==> config.mk <==
export PLATFORM = sky130hd
export DESIGN_NAME = mdio_master
export DESIGN_NICKNAME = d
export VERILOG_FILES = /design/src/rtl/mdio_pkg.sv /design/src/rtl/mdio_clkgen.sv /design/src/rtl/mdio_frame.sv /design/src/rtl/mdio_master.sv
export SDC_FILE = /design/constraint.sdc
export NUM_CORES = 1
export LEC_CHECK = 0
export ABC_AREA = 1
export BUFFER_PORTS_ARGS = -buffer_cell sky130_fd_sc_hd__buf_2
export CAP_MARGIN = 0
export CORE_UTILIZATION = 45
export DETAILED_ROUTE_END_ITERATION = 6
export GPL_TIMING_DRIVEN = 1
export HOLD_SLACK_MARGIN = 0.15
export PLACE_DENSITY = 0.67
export SLEW_MARGIN = 20
export SYNTH_ARGS = -nofsm -noshare
export SYNTH_HDL_FRONTEND = slang
export SYNTH_HIERARCHICAL = 1
export SYNTH_SLANG_ARGS = --single-unit
==> constraint.sdc <==
create_clock -name clk -period 4.2 [get_ports clk]
set_clock_uncertainty 0.1 [all_clocks]
set_input_delay 0.42 -clock clk [delete_from_list [all_inputs] [get_ports clk]]
set_output_delay 0.42 -clock clk [all_outputs]
set_load 0.005 [all_outputs]
==> src/rtl/mdio_pkg.sv <==
// Shared constants for the MDIO management master: frame layout,
// register offsets and the divider code table.
// Assumes Clause 22 frames only.
package mdio_pkg;
    localparam int PRE_LEN   = 32;
    localparam int ADDR_LEN  = 5;
    localparam int DATA_LEN  = 16;
    localparam int TA_IDX    = PRE_LEN + 2 + 2 + 2 * ADDR_LEN;
    localparam int DATA_IDX  = TA_IDX + 2;
    localparam int FRAME_LEN = DATA_IDX + DATA_LEN;
    localparam int HALF_W    = 5;

    localparam logic [2:0] OFF_CFG    = 3'd0;
    localparam logic [2:0] OFF_CMD    = 3'd1;
    localparam logic [2:0] OFF_ADDR   = 3'd2;
    localparam logic [2:0] OFF_DATA   = 3'd3;
    localparam logic [2:0] OFF_STATUS = 3'd4;
    localparam logic [2:0] OFF_BUSY   = 3'd5;

    // Half MDC period in system clocks for a divider code.
    function automatic logic [HALF_W-1:0] half_from_code(input logic [2:0] code);
        case (code)
            3'd0:    half_from_code = HALF_W'(2);
            3'd6:    half_from_code = HALF_W'(10);
            default: half_from_code = HALF_W'(4);
        endcase
    endfunction
endpackage

==> src/rtl/mdio_clkgen.sv <==
// MDC generator: while enabled, toggles mdc every `half` clocks and flags the
// cycle in which it rises or falls. Assumes half >= 2 and is held during a frame.
module mdio_clkgen #(
    parameter int HALF_W = 5
) (
    input  logic              clk,
    input  logic              rst_n,
    input  logic              en,
    input  logic [HALF_W-1:0] half,
    output logic              mdc,
    output logic              rise_tick,
    output logic              fall_tick
);
    logic [HALF_W-1:0] cnt;
    logic              edge_now;

    assign edge_now  = en && (cnt == half - 1'b1);
    assign rise_tick = edge_now && !mdc;
    assign fall_tick = edge_now && mdc;

    // Count clocks within a half period and toggle mdc at its end.
    always_ff @(posedge clk) begin
        if (!rst_n || !en) begin
            cnt <= '0;
            mdc <= 1'b0;
        end else if (edge_now) begin
            cnt <= '0;
            mdc <= !mdc;
        end else begin
            cnt <= cnt + 1'b1;
        end
    end


    mdc_idle_low_chk: assert property (@(posedge clk) disable iff (!rst_n)
        !en |=> !mdc);
endmodule

==> src/rtl/mdio_frame.sv <==
// Frame sequencer: loads a 64-bit Clause 22 frame on start, shifts one bit per
// falling MDC tick, releases MDIO from the turnaround of a read and samples
// read data on rising ticks. Assumes starts arrive only while idle.
module mdio_frame
    import mdio_pkg::*;
(
    input  logic                clk,
    input  logic                rst_n,
    input  logic                abort,
    input  logic                start_wr,
    input  logic                start_rd,
    input  logic [ADDR_LEN-1:0] phy,
    input  logic [ADDR_LEN-1:0] regn,
    input  logic [DATA_LEN-1:0] wdata,
    input  logic                rise_tick,
    input  logic                fall_tick,
    input  logic                mdio_in,
    output logic                busy,
    output logic                mdio_out,
    output logic                mdio_oe,
    output logic                rd_done,
    output logic [DATA_LEN-1:0] rd_data
);
    localparam int IDX_W = $clog2(FRAME_LEN);

    logic [FRAME_LEN-1:0] shift_q;
    logic [FRAME_LEN-1:0] frame_w;
    logic [IDX_W-1:0]     bit_idx;
    logic                 is_read;
    logic                 last_bit;

    assign frame_w  = {{PRE_LEN{1'b1}}, 2'b01, (start_rd ? 2'b10 : 2'b01),
                       phy, regn, 2'b10, (start_rd ? {DATA_LEN{1'b0}} : wdata)};
    assign last_bit = (bit_idx == IDX_W'(FRAME_LEN - 1));
    assign mdio_out = shift_q[FRAME_LEN-1];
    assign mdio_oe  = busy && (!is_read || bit_idx < IDX_W'(TA_IDX));
    assign rd_done  = busy && is_read && fall_tick && last_bit;

    // Frame state: load on start, advance on falling tick, stop after last bit.
    always_ff @(posedge clk) begin
        if (!rst_n || abort) begin
            busy    <= 1'b0;
            is_read <= 1'b0;
            bit_idx <= '0;
            shift_q <= '0;
        end else if (!busy && (start_wr || start_rd)) begin
            busy    <= 1'b1;
            is_read <= start_rd;
            bit_idx <= '0;
            shift_q <= frame_w;
        end else if (busy && fall_tick) begin
            if (last_bit) begin
                busy <= 1'b0;
            end
            bit_idx <= bit_idx + 1'b1;
            shift_q <= {shift_q[FRAME_LEN-2:0], 1'b1};
        end
    end

    // Capture read data on rising MDC during the data bits.
    always_ff @(posedge clk) begin
        if (!rst_n) begin
            rd_data <= '0;
        end else if (busy && is_read && rise_tick && bit_idx >= IDX_W'(DATA_IDX)) begin
            rd_data <= {rd_data[DATA_LEN-2:0], mdio_in};
        end
    end


    mdio_hold_chk: assert property (@(posedge clk) disable iff (!rst_n)
        (busy && !fall_tick && !abort) |=> $stable(mdio_out));


    busy_end_chk: assert property (@(posedge clk) disable iff (!rst_n)
        $fell(busy) |-> $past(fall_tick || abort));
endmodule

==> src/rtl/mdio_master.sv <==
// Register-mapped MDIO management master: register file, start and ignore
// rules, soft reset, and the wiring of MDC generation and frame sequencing.
// Assumes BUS_W >= 32 and one register write per cycle.
module mdio_master
    import mdio_pkg::*;
#(
    parameter int BUS_W = 32
) (
    input  logic             clk,
    input  logic             rst_n,
    input  logic             reg_wr,
    input  logic [2:0]       reg_addr,
    input  logic [BUS_W-1:0] reg_wdata,
    output logic [BUS_W-1:0] reg_rdata,
    output logic             mdc,
    output logic             mdio_out,
    output logic             mdio_oe,
    input  logic             mdio_in
);
    localparam int SRST_BIT = BUS_W - 1;

    logic [2:0]          cfg_code;
    logic                srst_q;
    logic                cmd_q;
    logic [ADDR_LEN-1:0] phy_q;
    logic [ADDR_LEN-1:0] regn_q;
    logic [DATA_LEN-1:0] data_q;
    logic [DATA_LEN-1:0] status_q;
    logic [HALF_W-1:0]   half_q;
    logic                busy, rise_tick, fall_tick, rd_done;
    logic [DATA_LEN-1:0] rd_data;
    logic                wr_cfg, wr_cmd, wr_addr, wr_data;
    logic                abort, can_start, start_wr, start_rd;

    assign wr_cfg    = reg_wr && (reg_addr == OFF_CFG);
    assign wr_cmd    = reg_wr && (reg_addr == OFF_CMD);
    assign wr_addr   = reg_wr && (reg_addr == OFF_ADDR);
    assign wr_data   = reg_wr && (reg_addr == OFF_DATA);
    assign abort     = srst_q || (wr_cfg && reg_wdata[SRST_BIT]);
    assign can_start = !busy && !srst_q;
    assign start_wr  = wr_data && can_start;
    assign start_rd  = wr_cmd && can_start && reg_wdata[0];

    // Register file updates, honouring busy and soft reset.
    always_ff @(posedge clk) begin
        if (!rst_n) begin
            cfg_code <= '0;
            srst_q   <= 1'b0;
            cmd_q    <= 1'b0;
            phy_q    <= '0;
            regn_q   <= '0;
            data_q   <= '0;
            status_q <= '0;
            half_q   <= half_from_code(3'd0);
        end else begin
            if (wr_cfg) begin
                cfg_code <= reg_wdata[2:0];
                srst_q   <= reg_wdata[SRST_BIT];
            end
            if (wr_addr) begin
                phy_q  <= reg_wdata[8 +: ADDR_LEN];
                regn_q <= reg_wdata[0 +: ADDR_LEN];
            end
            if (wr_cmd && can_start) begin
                cmd_q <= reg_wdata[0];
            end
            if (start_wr) begin
                data_q <= reg_wdata[DATA_LEN-1:0];
            end
            if (start_wr || start_rd) begin
                half_q <= half_from_code(cfg_code);
            end
            if (abort) begin
                status_q <= '0;
            end else if (rd_done) begin
                status_q <= rd_data;
            end
        end
    end

    // Read-back multiplexer.
    always_comb begin
        reg_rdata = '0;
        case (reg_addr)
            OFF_CFG: begin
                reg_rdata[2:0]      = cfg_code;
                reg_rdata[SRST_BIT] = srst_q;
            end
            OFF_CMD:    reg_rdata[0] = cmd_q;
            OFF_ADDR: begin
                reg_rdata[8 +: ADDR_LEN] = phy_q;
                reg_rdata[0 +: ADDR_LEN] = regn_q;
            end
            OFF_DATA:   reg_rdata[DATA_LEN-1:0] = data_q;
            OFF_STATUS: reg_rdata[DATA_LEN-1:0] = status_q;
            OFF_BUSY:   reg_rdata[0] = busy;
            default:    reg_rdata = '0;
        endcase
    end

    mdio_clkgen #(.HALF_W(HALF_W)) i_clkgen (
        .clk       (clk),
        .rst_n     (rst_n),
        .en        (busy && !abort),
        .half      (half_q),
        .mdc       (mdc),
        .rise_tick (rise_tick),
        .fall_tick (fall_tick)
    );

    mdio_frame i_frame (
        .clk       (clk),
        .rst_n     (rst_n),
        .abort     (abort),
        .start_wr  (start_wr),
        .start_rd  (start_rd),
        .phy       (phy_q),
        .regn      (regn_q),
        .wdata     (reg_wdata[DATA_LEN-1:0]),
        .rise_tick (rise_tick),
        .fall_tick (fall_tick),
        .mdio_in   (mdio_in),
        .busy      (busy),
        .mdio_out  (mdio_out),
        .mdio_oe   (mdio_oe),
        .rd_done   (rd_done),
        .rd_data   (rd_data)
    );


    cmd_hold_chk: assert property (@(posedge clk) disable iff (!rst_n)
        busy |=> $stable(cmd_q));


    data_hold_chk: assert property (@(posedge clk) disable iff (!rst_n)
        busy |=> $stable(data_q));


    srst_idle_chk: assert property (@(posedge clk) disable iff (!rst_n)
        srst_q |-> (!busy && !mdc && !mdio_oe));


    busy_rise_chk: assert property (@(posedge clk) disable iff (!rst_n)
        $rose(busy) |-> $past(reg_wr));
endmodule

==> metrics.csv <==
metric,value,unit
status,"complete, no violations",
port buffer count,43,
post-synthesis sequential area ratio,44.26,%
Critical R2R Launch,srst_q,
hold path start,mdio_in,
GRT met1 Usage,26.93,%
Max Cap Viol,0,
Initial Util,46.57,%
DRT Pass-1 Iters,5,
worst-path fanout max,43,
clk buf depth,2,
fmax,340.4,MHz
unrepaired setup endpoints after global routing,false,
# rows,43,
Finished Cell Area,7287,sq um
largest net degree at the start of global routing,62,
initial antenna violation count,0,
critical path class,flop to flop,
Hold Buf Count CTS,0,
Fillers,1362,
Synth area leader,dfxtp_1,
grt ovf,0,
met3 Resource Use GR,4.554,%
YS warnings,6,
critical path startpoint,srst_q,
Final Critical Period,2.937,ns
Final TNS setup,0,ns
Reg area,2883,sq um
CTS resizes,0,
vias per std cell,4.866,
crit path to,i_frame/shift_q[15],
Max H-tree Level,4,
final setup fails,0,
clock slew at reported path FFs,0.06,ns
RR Endpoint,i_frame/shift_q[15],
ratio of cells with drive above 1 in the final layout,11.80,%
Die X,122.3,um
Leak,3.093,nW
DRT iter0 DRCs,517,
Critical Path End Type,flop,
worst reg2reg path depth,16,
met2 Track Usage GR,29.92,%
CP arrival,3.18,ns
HP Class,input port to flop,
VDD IR max,0.3074,mV
Placer Congestion,0.8473,
CTS root buffer,clkbuf_16,
vias in the first global route,4848,
first-pass GRT wire length,22940,um
cell area after synthesis,6514,sq um
"flops & latches, synth",144,
Skew-Pair Late Insertion Delay,0.42,ns
overall routing resource usage,19.59,%
final WL,14000,um
DIE AREA,14960,sq um
share of the synthesized area in the top cell type,44.26,%
die height,122.3,um
Worst-Margin Slew,0.9984,ns
synth top area cells,"dfxtp_1 44%, nand2_1 12%, nor2_1 10%",
CTS tree,yes,
Routed WL per cell,12.22,um
antenna cells,0,
final hold vios,0,
Post-Syn Instances,926,
postcts setup bufs,0,
final worst-path cycle share,69.94,%
Antenna Nets Post-Route,0,
IO Pins,74,
area of the multi-input gates,2997,sq um
grt peak-use layer,met2,
drc violations,0,
slew margin rel.,33.34,%
final slew viol count,0,
core area,13990,sq um
startpoint types,flop,
routed via count,5577,
Worst Hold Depth,3,
PwrDens,427.1,nW/um^2
CTS Sinks,144,
required time worst endpoint,4.45,ns
DP Wirelength,9255,um
area post-placement,6690,sq um
post-synth cell types,43,
R2R Setup Slk,1.26,ns
nets,996,
number of buffers created by CTS,17,
Layout area overhead,11.87,%
syn_area_per_cell,7.034,sq um
Hold WS,0.1827,ns
## cells by family (layout without fill, tap and decap cells)
family	count (synthesis)	after routing	share of synthesized area (%)
other cells	1	21	0.05757
flops	144	144	44.26
fa+ha+maj	3	3	0.5763
xor+xnor	3	3	0.4035
buf+inv	141	161	10.89
simple gates	474	474	30.56
compound gates	160	160	13.25
## metal layers
layer | part of all wire [%] | wire [um] | vias up
met2 | 46 | 6396 | 114
li1 | - | - | 2964
met5 | 0 | 0 | -
met4 | 0.57 | 80 | 0
met1 | 49 | 6827 | 2494
met3 | 5.0 | 699 | 5
## worst min path at each step
| stage | endpoint |
|---|---|
| floorplan | cmd_q |
| global placement | status_q[5] |
| detailed placement | status_q[11] |
| CTS | i_frame/rd_data[0] |
| global route | data_q[13] |
| finish | i_frame/rd_data[0] |
## where the power goes
group	switching [W]	internal [W]	leakage, nW	total [W]
logic	0.000121	0.0000554	1.64	0.000176
registers	0.0000164	0.00140	1.17	0.00142
clock network	0.000554	0.000966	0.288	0.00152
## metrics by stage
| step | utilization (%) | std cells | total power [W] | setup slack [ns] |
|---|---|---|---|---|
| floorplan | - | 946 | 0.001584 | 1.564 |
| global placement | 47.83 | 1115 | 0.001620 | 0.9034 |
| detailed placement | 47.83 | 1115 | 0.001621 | 0.8935 |
| CTS | 52.09 | 1146 | 0.003146 | 1.236 |
| global route | 52.09 | 1146 | 0.003231 | 0.9016 |
| finish | 52.09 | 1146 | 0.003113 | 1.263 |
## cells in the mapped netlist, drive strengths merged
| cell | number |
|---|---|
| clkinv | 2 |
| o211ai | 1 |
| o21ai | 79 |
| clkbuf | 13 |
| o2111ai | 1 |
| xor2 | 2 |
| a22o | 6 |
| inv | 79 |
| nand3 | 49 |
| nand4 | 16 |
| nor3b | 2 |
| a21oi | 71 |
| or2 | 1 |
| conb | 1 |
| nand3b | 1 |
| nand2 | 216 |
| a22oi | 1 |
| a31oi | 1 |
| xnor2 | 1 |
| ha | 3 |
| nor2 | 187 |
| buf | 47 |
| nor3 | 2 |
| dfxtp | 144 |
## critical path, cell delays in order (launching register included)
cell,delay (ns)
dfxtp_1,0.33
inv_1,0.13
nand2_1,0.14
nor2_1,0.14
inv_1,0.05
a21oi_1,0.11
nand3_1,0.10
nor2_2,0.16
nand3_1,0.11
inv_1,0.17
nand2_4,0.27
inv_2,0.42
buf_12,0.27
nand2_1,0.07
nand2_1,0.12
nor2_1,0.06
nor2_1,0.07
## cells in the final DEF (no fill, tap or decap), drive strengths merged
cell type / count
nor3b: 2
nand3b: 1
clkbuf: 23
nand4: 16
clkinvlp: 1
nand2: 216
a21oi: 71
inv: 81
buf: 49
o21ai: 79
xnor2: 1
o2111ai: 1
xor2: 2
a31oi: 1
bufinv: 3
o211ai: 1
clkinv: 4
nand3: 49
nor3: 2
nor2: 187
a22oi: 1
a22o: 6
dfxtp: 144
ha: 3
or2: 1
conb: 21
## layout make-up
type	count	area share, %
Timing Repair Buffer	49	3.743
Sequential cell	144	39.56
Inverter	81	4.293
Multi-Input combinational cell	661	41.12
Tap cell	180	3.091
Clock buffer	23	6.422
Clock inverter	8	1.769
## registers in the layout (all words and copies together) (netlist names)
signal           flops
cfg_code             3
cmd_q                1
data_q              16
half_q               3
i_clkgen/cnt         5
i_clkgen/mdc         1
i_frame/bit_idx      6
i_frame/busy         1
i_frame/is_read      1
i_frame/rd_data     16
i_frame/shift_q     64
phy_q                5
regn_q               5
srst_q               1
status_q            16
Note: power is estimated with default switching activity, not from simulation.
